$ cat src/rtl/lm_counter.sv
module lm_counter #(
  parameter int unsigned CNT_W = 32
) (
  input  logic             clk,
  input  logic             rst,
  output logic [CNT_W-1:0] cnt_now,
  output logic [CNT_W-1:0] cnt_seen
);
  always_ff @(posedge clk) begin
    if (rst) begin
      cnt_now  <= '0;
      cnt_seen <= '0;
    end else begin
      cnt_now  <= cnt_now + 1'b1;
      cnt_seen <= cnt_now;
    end
  end
endmodule

$ cat src/rtl/lm_tracker.sv
module lm_tracker (
  input  logic clk,
  input  logic rst,
  input  logic start_in,
  input  logic done_in,
  output logic take_start,
  output logic take_done,
  output logic busy,
  output logic seen_start,
  output logic overlap,
  output logic orphan
);
  // A start is taken only when nothing is outstanding; a done closes an
  // outstanding start or one opened in the same cycle.
  always_comb begin
    take_start = start_in && !busy;
    take_done  = done_in && (busy || take_start);
  end

  always_ff @(posedge clk) begin
    if (rst) begin
      busy       <= 1'b0;
      seen_start <= 1'b0;
      overlap    <= 1'b0;
      orphan     <= 1'b0;
    end else begin
      if (take_done)       busy <= 1'b0;
      else if (take_start) busy <= 1'b1;
      if (take_start)            seen_start <= 1'b1;
      if (start_in && busy)      overlap    <= 1'b1;
      if (done_in && !take_done) orphan     <= 1'b1;
    end
  end
endmodule

$ cat src/rtl/lm_delta.sv
module lm_delta #(
  parameter int unsigned CNT_W = 32
) (
  input  logic             clk,
  input  logic             rst,
  input  logic [CNT_W-1:0] cnt_now,
  input  logic             take_start,
  input  logic             take_done,
  input  logic             seen_start,
  output logic [CNT_W-1:0] start_stamp,
  output logic [CNT_W-1:0] done_stamp,
  output logic [CNT_W-1:0] latency,
  output logic [CNT_W-1:0] interval,
  output logic             interval_valid,
  output logic             result_valid
);
  logic [CNT_W-1:0] open_stamp;
  logic [CNT_W-1:0] gap_now;

  // Stamp the latency is measured from: this cycle's count if the start is
  // accepted together with the done.
  always_comb begin
    open_stamp = take_start ? cnt_now : start_stamp;
    gap_now    = cnt_now - start_stamp;
  end

  always_ff @(posedge clk) begin
    if (rst) begin
      start_stamp    <= '0;
      done_stamp     <= '0;
      latency        <= '0;
      interval       <= '0;
      interval_valid <= 1'b0;
      result_valid   <= 1'b0;
    end else begin
      result_valid <= take_done;
      if (take_start) begin
        start_stamp <= cnt_now;
        if (seen_start) begin
          interval       <= gap_now;
          interval_valid <= 1'b1;
        end
      end
      if (take_done) begin
        done_stamp <= cnt_now;
        latency    <= cnt_now - open_stamp;
      end
    end
  end
endmodule

$ cat src/rtl/latency_meter.sv
module latency_meter #(
  parameter int unsigned CNT_W = 32
) (
  input  logic             clk,
  input  logic             rst,
  input  logic             start_pulse,
  input  logic             done_pulse,
  output logic [CNT_W-1:0] count_out,
  output logic [CNT_W-1:0] start_stamp,
  output logic [CNT_W-1:0] done_stamp,
  output logic [CNT_W-1:0] latency,
  output logic [CNT_W-1:0] interval,
  output logic             interval_valid,
  output logic             result_valid,
  output logic             overlap_err,
  output logic             orphan_err
);
  logic [CNT_W-1:0] cnt_now;
  logic take_start, take_done, busy, seen_start;

  lm_counter #(.CNT_W(CNT_W)) u_cnt (
    .clk(clk), .rst(rst), .cnt_now(cnt_now), .cnt_seen(count_out)
  );

  lm_tracker u_trk (
    .clk(clk), .rst(rst), .start_in(start_pulse), .done_in(done_pulse),
    .take_start(take_start), .take_done(take_done), .busy(busy),
    .seen_start(seen_start), .overlap(overlap_err), .orphan(orphan_err)
  );

  lm_delta #(.CNT_W(CNT_W)) u_dlt (
    .clk(clk), .rst(rst), .cnt_now(cnt_now),
    .take_start(take_start), .take_done(take_done), .seen_start(seen_start),
    .start_stamp(start_stamp), .done_stamp(done_stamp), .latency(latency),
    .interval(interval), .interval_valid(interval_valid),
    .result_valid(result_valid)
  );
endmodule

$ cat config.mk
export PLATFORM = sky130hd
export DESIGN_NAME = latency_meter
export DESIGN_NICKNAME = d
export VERILOG_FILES = /design/src/rtl/lm_counter.sv /design/src/rtl/lm_tracker.sv /design/src/rtl/lm_delta.sv /design/src/rtl/latency_meter.sv
export SDC_FILE = /design/constraint.sdc
export NUM_CORES = 1
export LEC_CHECK = 0
export BUFFER_PORTS_ARGS = -buffer_cell sky130_fd_sc_hd__buf_2
export CORE_MARGIN = 4
export CORE_UTILIZATION = 39
export DETAILED_ROUTE_END_ITERATION = 12
export PLACE_DENSITY = 0.69
export SYNTH_ARGS = -nofsm -noshare
export SYNTH_HDL_FRONTEND = slang
export SYNTH_SLANG_ARGS = --single-unit
$ cat constraint.sdc
create_clock -name clk -period 8.9 [get_ports clk]
set_input_delay 1.78 -clock clk [delete_from_list [all_inputs] [get_ports clk]]
set_output_delay 1.78 -clock clk [all_outputs]
set_load 0.1 [all_outputs]
==> impl_metrics.env <==
export IMPL_cts_setup_buffers=0
export IMPL_p_clk_share_pct=36.1
export IMPL_finalNetCount=1447
export IMPL_area_delta_synth_final_pct=14.5
export IMPL_required_ns=9.23
export IMPL_crit_buf_inv=2
export IMPL_start_util_pct=39.8
export IMPL_crit_top_cell="o21ai_0"
export IMPL_period_share_pct=52.7
export IMPL_route_detailed_wl_per_inst_um=16.7
export IMPL_cp_cell_sequence="buf_2 -> and2b_2 -> buf_4 -> a21oi_1 -> ha_1 -> a21o_1 -> a22oi_1 -> o211ai_1 -> o21ai_0 -> nand3_1 -> a31oi_1 -> xor2_1 -> o21ai_0"
export IMPL_dieArea_sq_um=29400
export IMPL_placed_area_sq_um=11400
export IMPL_power_switching_uw=687
export IMPL_grt_pass1_wl_um=47100
export IMPL_first_iter_violations=830
export IMPL_clk_pin_slew_ns=0.07
export IMPL_synth_top_family_by_area="compound AO/OA/AOI/OAI gates"
export IMPL_track_usage_pct=19.8
export IMPL_yosys_area_top_type="dfxtp_1"
export IMPL_grt_max_degree=99
export IMPL_synth_xor_area_share_pct=7.49
export IMPL_cts_tree="built"
export IMPL_worst_ep_arrival_time_ns=5.01
export IMPL_tns_ns=0
export IMPL_die_x_um=171
export IMPL_layout_cells_non_filler=1745
export IMPL_synth_area_sq_um=10400
export IMPL_period_needed_ns=4.69
export IMPL_cts_made_buffers=17
export IMPL_design_area_sq_um=11900
export IMPL_ys_seq_area_share_pct=38.1
export IMPL_final_core_util_pct=45.6
export IMPL_coreArea_sq_um=26100
export IMPL_avgSynthCellArea_sq_um=8.12
export IMPL_synth_cell_types=80
export IMPL_status="complete, no violations"
export IMPL_antenna_cells=0
export IMPL_crit_path_end_kind="register"
export IMPL_slew_limit_headroom_pct=19.2
export IMPL_grt_pass1_vias=8560
export IMPL_yosys_top_cells_count="dfxtp_1, nand2_1, nor2_1"
export IMPL_combPwrFrac_pct=19.4
export IMPL_h_tree_depth=4
export IMPL_yosysMostFrequentCell="dfxtp_1"
export IMPL_first_pass_iters=5
export IMPL_synth_edff_count=0
export IMPL_cap_violations=0
export IMPL_synth_compound_area_share_pct=21.8
export IMPL_die_height_um=171
export IMPL_drive_gt1_share_pct=17.1
export IMPL_slowest_stage="buf_4"
export IMPL_hold_viol_final=0
export IMPL_worst_clock_skew_ns=0.0145
export IMPL_ioPinCount=168
export IMPL_power_mw=2.07
export IMPL_setup_viol=0
export IMPL_synth_main_ff_cell="dfxtp_1"
export IMPL_rows=59
export IMPL_power_density_nw_per_um2=174
export IMPL_fmax_mhz=213
export IMPL_place_inst=1713
export IMPL_async_flop_share_pct=0
export IMPL_yosysWarnings=0
export IMPL_synth_simple_area_share_pct=20.7
export IMPL_syn_num_nets=1331
export IMPL_vias_per_cell=5.34
export IMPL_synth_top_area_share_pct=38.1
export IMPL_rsz0062_at_grt="false"
export IMPL_grt_ovfl_total=0
export IMPL_peakVddDrop_uv=136
export IMPL_antenna_found_initial=0
export IMPL_ys_ff_latch=198
export IMPL_ctsHoldBuffers=0
export IMPL_io_buffers=167
export IMPL_synth_mux_area_share_pct=0.241
export IMPL_worst_pin_slew_ns=1.21
export IMPL_cts_resized_gates=0
export IMPL_startpoint_type="input port"
export IMPL_drt_wl_total_um=29200
export IMPL_ys_top_cells_by_area="dfxtp_1, nand2_1, a21oi_1, ha_1, xor2_1"
export IMPL_synth_adder_area_share_pct=6.45
export IMPL_drv_slew=0
export IMPL_clock_latency_ns=0.45
export IMPL_critPathMaxStageDelay_ns=0.62
export IMPL_routed_via_count=9323
export IMPL_root_buffer="clkbuf_16"
export IMPL_cts_sinks=198
export IMPL_ctsLongestPathBuffers=2
export IMPL_gp_congestion=0.858
export IMPL_synthCells=1281
export IMPL_seqPwrFrac_pct=44.5
export IMPL_p_int_mw=1.39
export IMPL_hp_class="reg -> reg"
export IMPL_p_sw_share_pct=33.1
export IMPL_crit_family="compound AO/OA/AOI/OAI gates"
export IMPL_path_class="in -> reg"
export IMPL_drc_errors=0
export IMPL_ant_nets=0
export IMPL_cellLeakagePower_nw=5.24
export IMPL_dp_hpwl_um=21400
export IMPL_path_max_fanout=69
==> final cells by class <==
cell class                 instances  area, sq um
tap                              335          419
inverter                          49          184
sequential                       198         3960
fill                            2650        14200
timing repair buffer             173          883
clock inverter                    14          118
clock buffer                      18          439
multi-input combinational        958         5910
==> per-layer routing <==
metal / vias up / global-route usage (%) / part of all wire [%]
met3: 23 / 4.34 / 7.8
met4: 0 / 4.79 / 1.3
met1: 4335 / 29.7 / 49
met5: - / 0 / 0
li1: 4657 / - / -
met2: 308 / 29.1 / 42
==> cells in the final DEF, fill, tap and decap left out, types with 13 or more instances in the layout <==
| cell | Yosys | layout |
|---|---|---|
| dfxtp_1 | 198 | 198 |
| nand2_1 | 171 | 171 |
| buf_2 | 16 | 166 |
| nor2_1 | 120 | 120 |
| a21oi_1 | 110 | 110 |
| o21ai_0 | 82 | 82 |
| xor2_1 | 53 | 53 |
| inv_1 | 49 | 49 |
| nor2b_1 | 49 | 49 |
| ha_1 | 44 | 44 |
| xnor2_1 | 36 | 36 |
| a22o_1 | 32 | 32 |
| nand3_1 | 24 | 24 |
| nand2b_1 | 24 | 23 |
| a21o_1 | 21 | 21 |
| clkbuf_16 | 0 | 17 |
| nor3_1 | 14 | 14 |
| nand4_1 | 13 | 13 |
==> state kept, by name (all words and copies together) (netlist names) <==
| signal | flops |
|---|---|
| u_trk.busy | 1 |
| u_dlt.latency | 32 |
| u_cnt.cnt_now | 32 |
| u_dlt.interval_valid | 1 |
| u_cnt.cnt_seen | 32 |
| u_dlt.done_stamp | 32 |
| u_dlt.result_valid | 1 |
| u_dlt.interval | 32 |
| u_trk.seen_start | 1 |
| u_trk.orphan | 1 |
| u_trk.overlap | 1 |
| u_dlt.start_stamp | 32 |
==> worst paths after layout <==
check / start / endpoint / slack [ns] / cells after the start
max: start_pulse / u_dlt.latency[30] / 4.21 / 13
min: u_dlt.latency[27] / u_dlt.latency[27] / 0.44 / 2
max reg2reg: u_trk.busy / u_dlt.latency[30] / 5.28 / 12
min reg2reg: u_dlt.latency[27] / u_dlt.latency[27] / 0.44 / 2
==> kinds of logic after synthesis <==
logic type	Yosys count
AND/OR/NAND/NOR	464
XOR/XNOR	89
AO/OA/AOI/OAI	349
multiplexers	2
buffers and inverters	125
adder cells (fa/ha/maj)	54
flip-flops	198
==> worst register-to-register path: stages (launching register included) <==
cell and delay (ns):
dfxtp_1 0.33, and2b_2 0.41, buf_4 0.62, a21oi_1 0.22
ha_1 0.31, a21o_1 0.20, a22oi_1 0.24, o211ai_1 0.16
o21ai_0 0.45, nand3_1 0.12, a31oi_1 0.23, xor2_1 0.15
o21ai_0 0.08
==> per-stage QoR <==
step	setup slack [ns]	hold WS, ns
finish	4.21	0.444
global route	3.95	0.460
global placement	3.90	0.432
detailed placement	3.82	0.436
floorplan	3.75	0.426
CTS	4.28	0.446
==> power groups by stage <==
stage               clock network (mW)  registers (mW)  logic, mW
finish                           0.747           0.922      0.403
global route                     0.799           0.925      0.433
CTS                              0.764           0.922      0.404
detailed placement                   0           0.943      0.402
global placement                     0           0.941      0.400
floorplan                            0            1.09      0.187
Note: power is estimated with default switching activity, not from simulation.
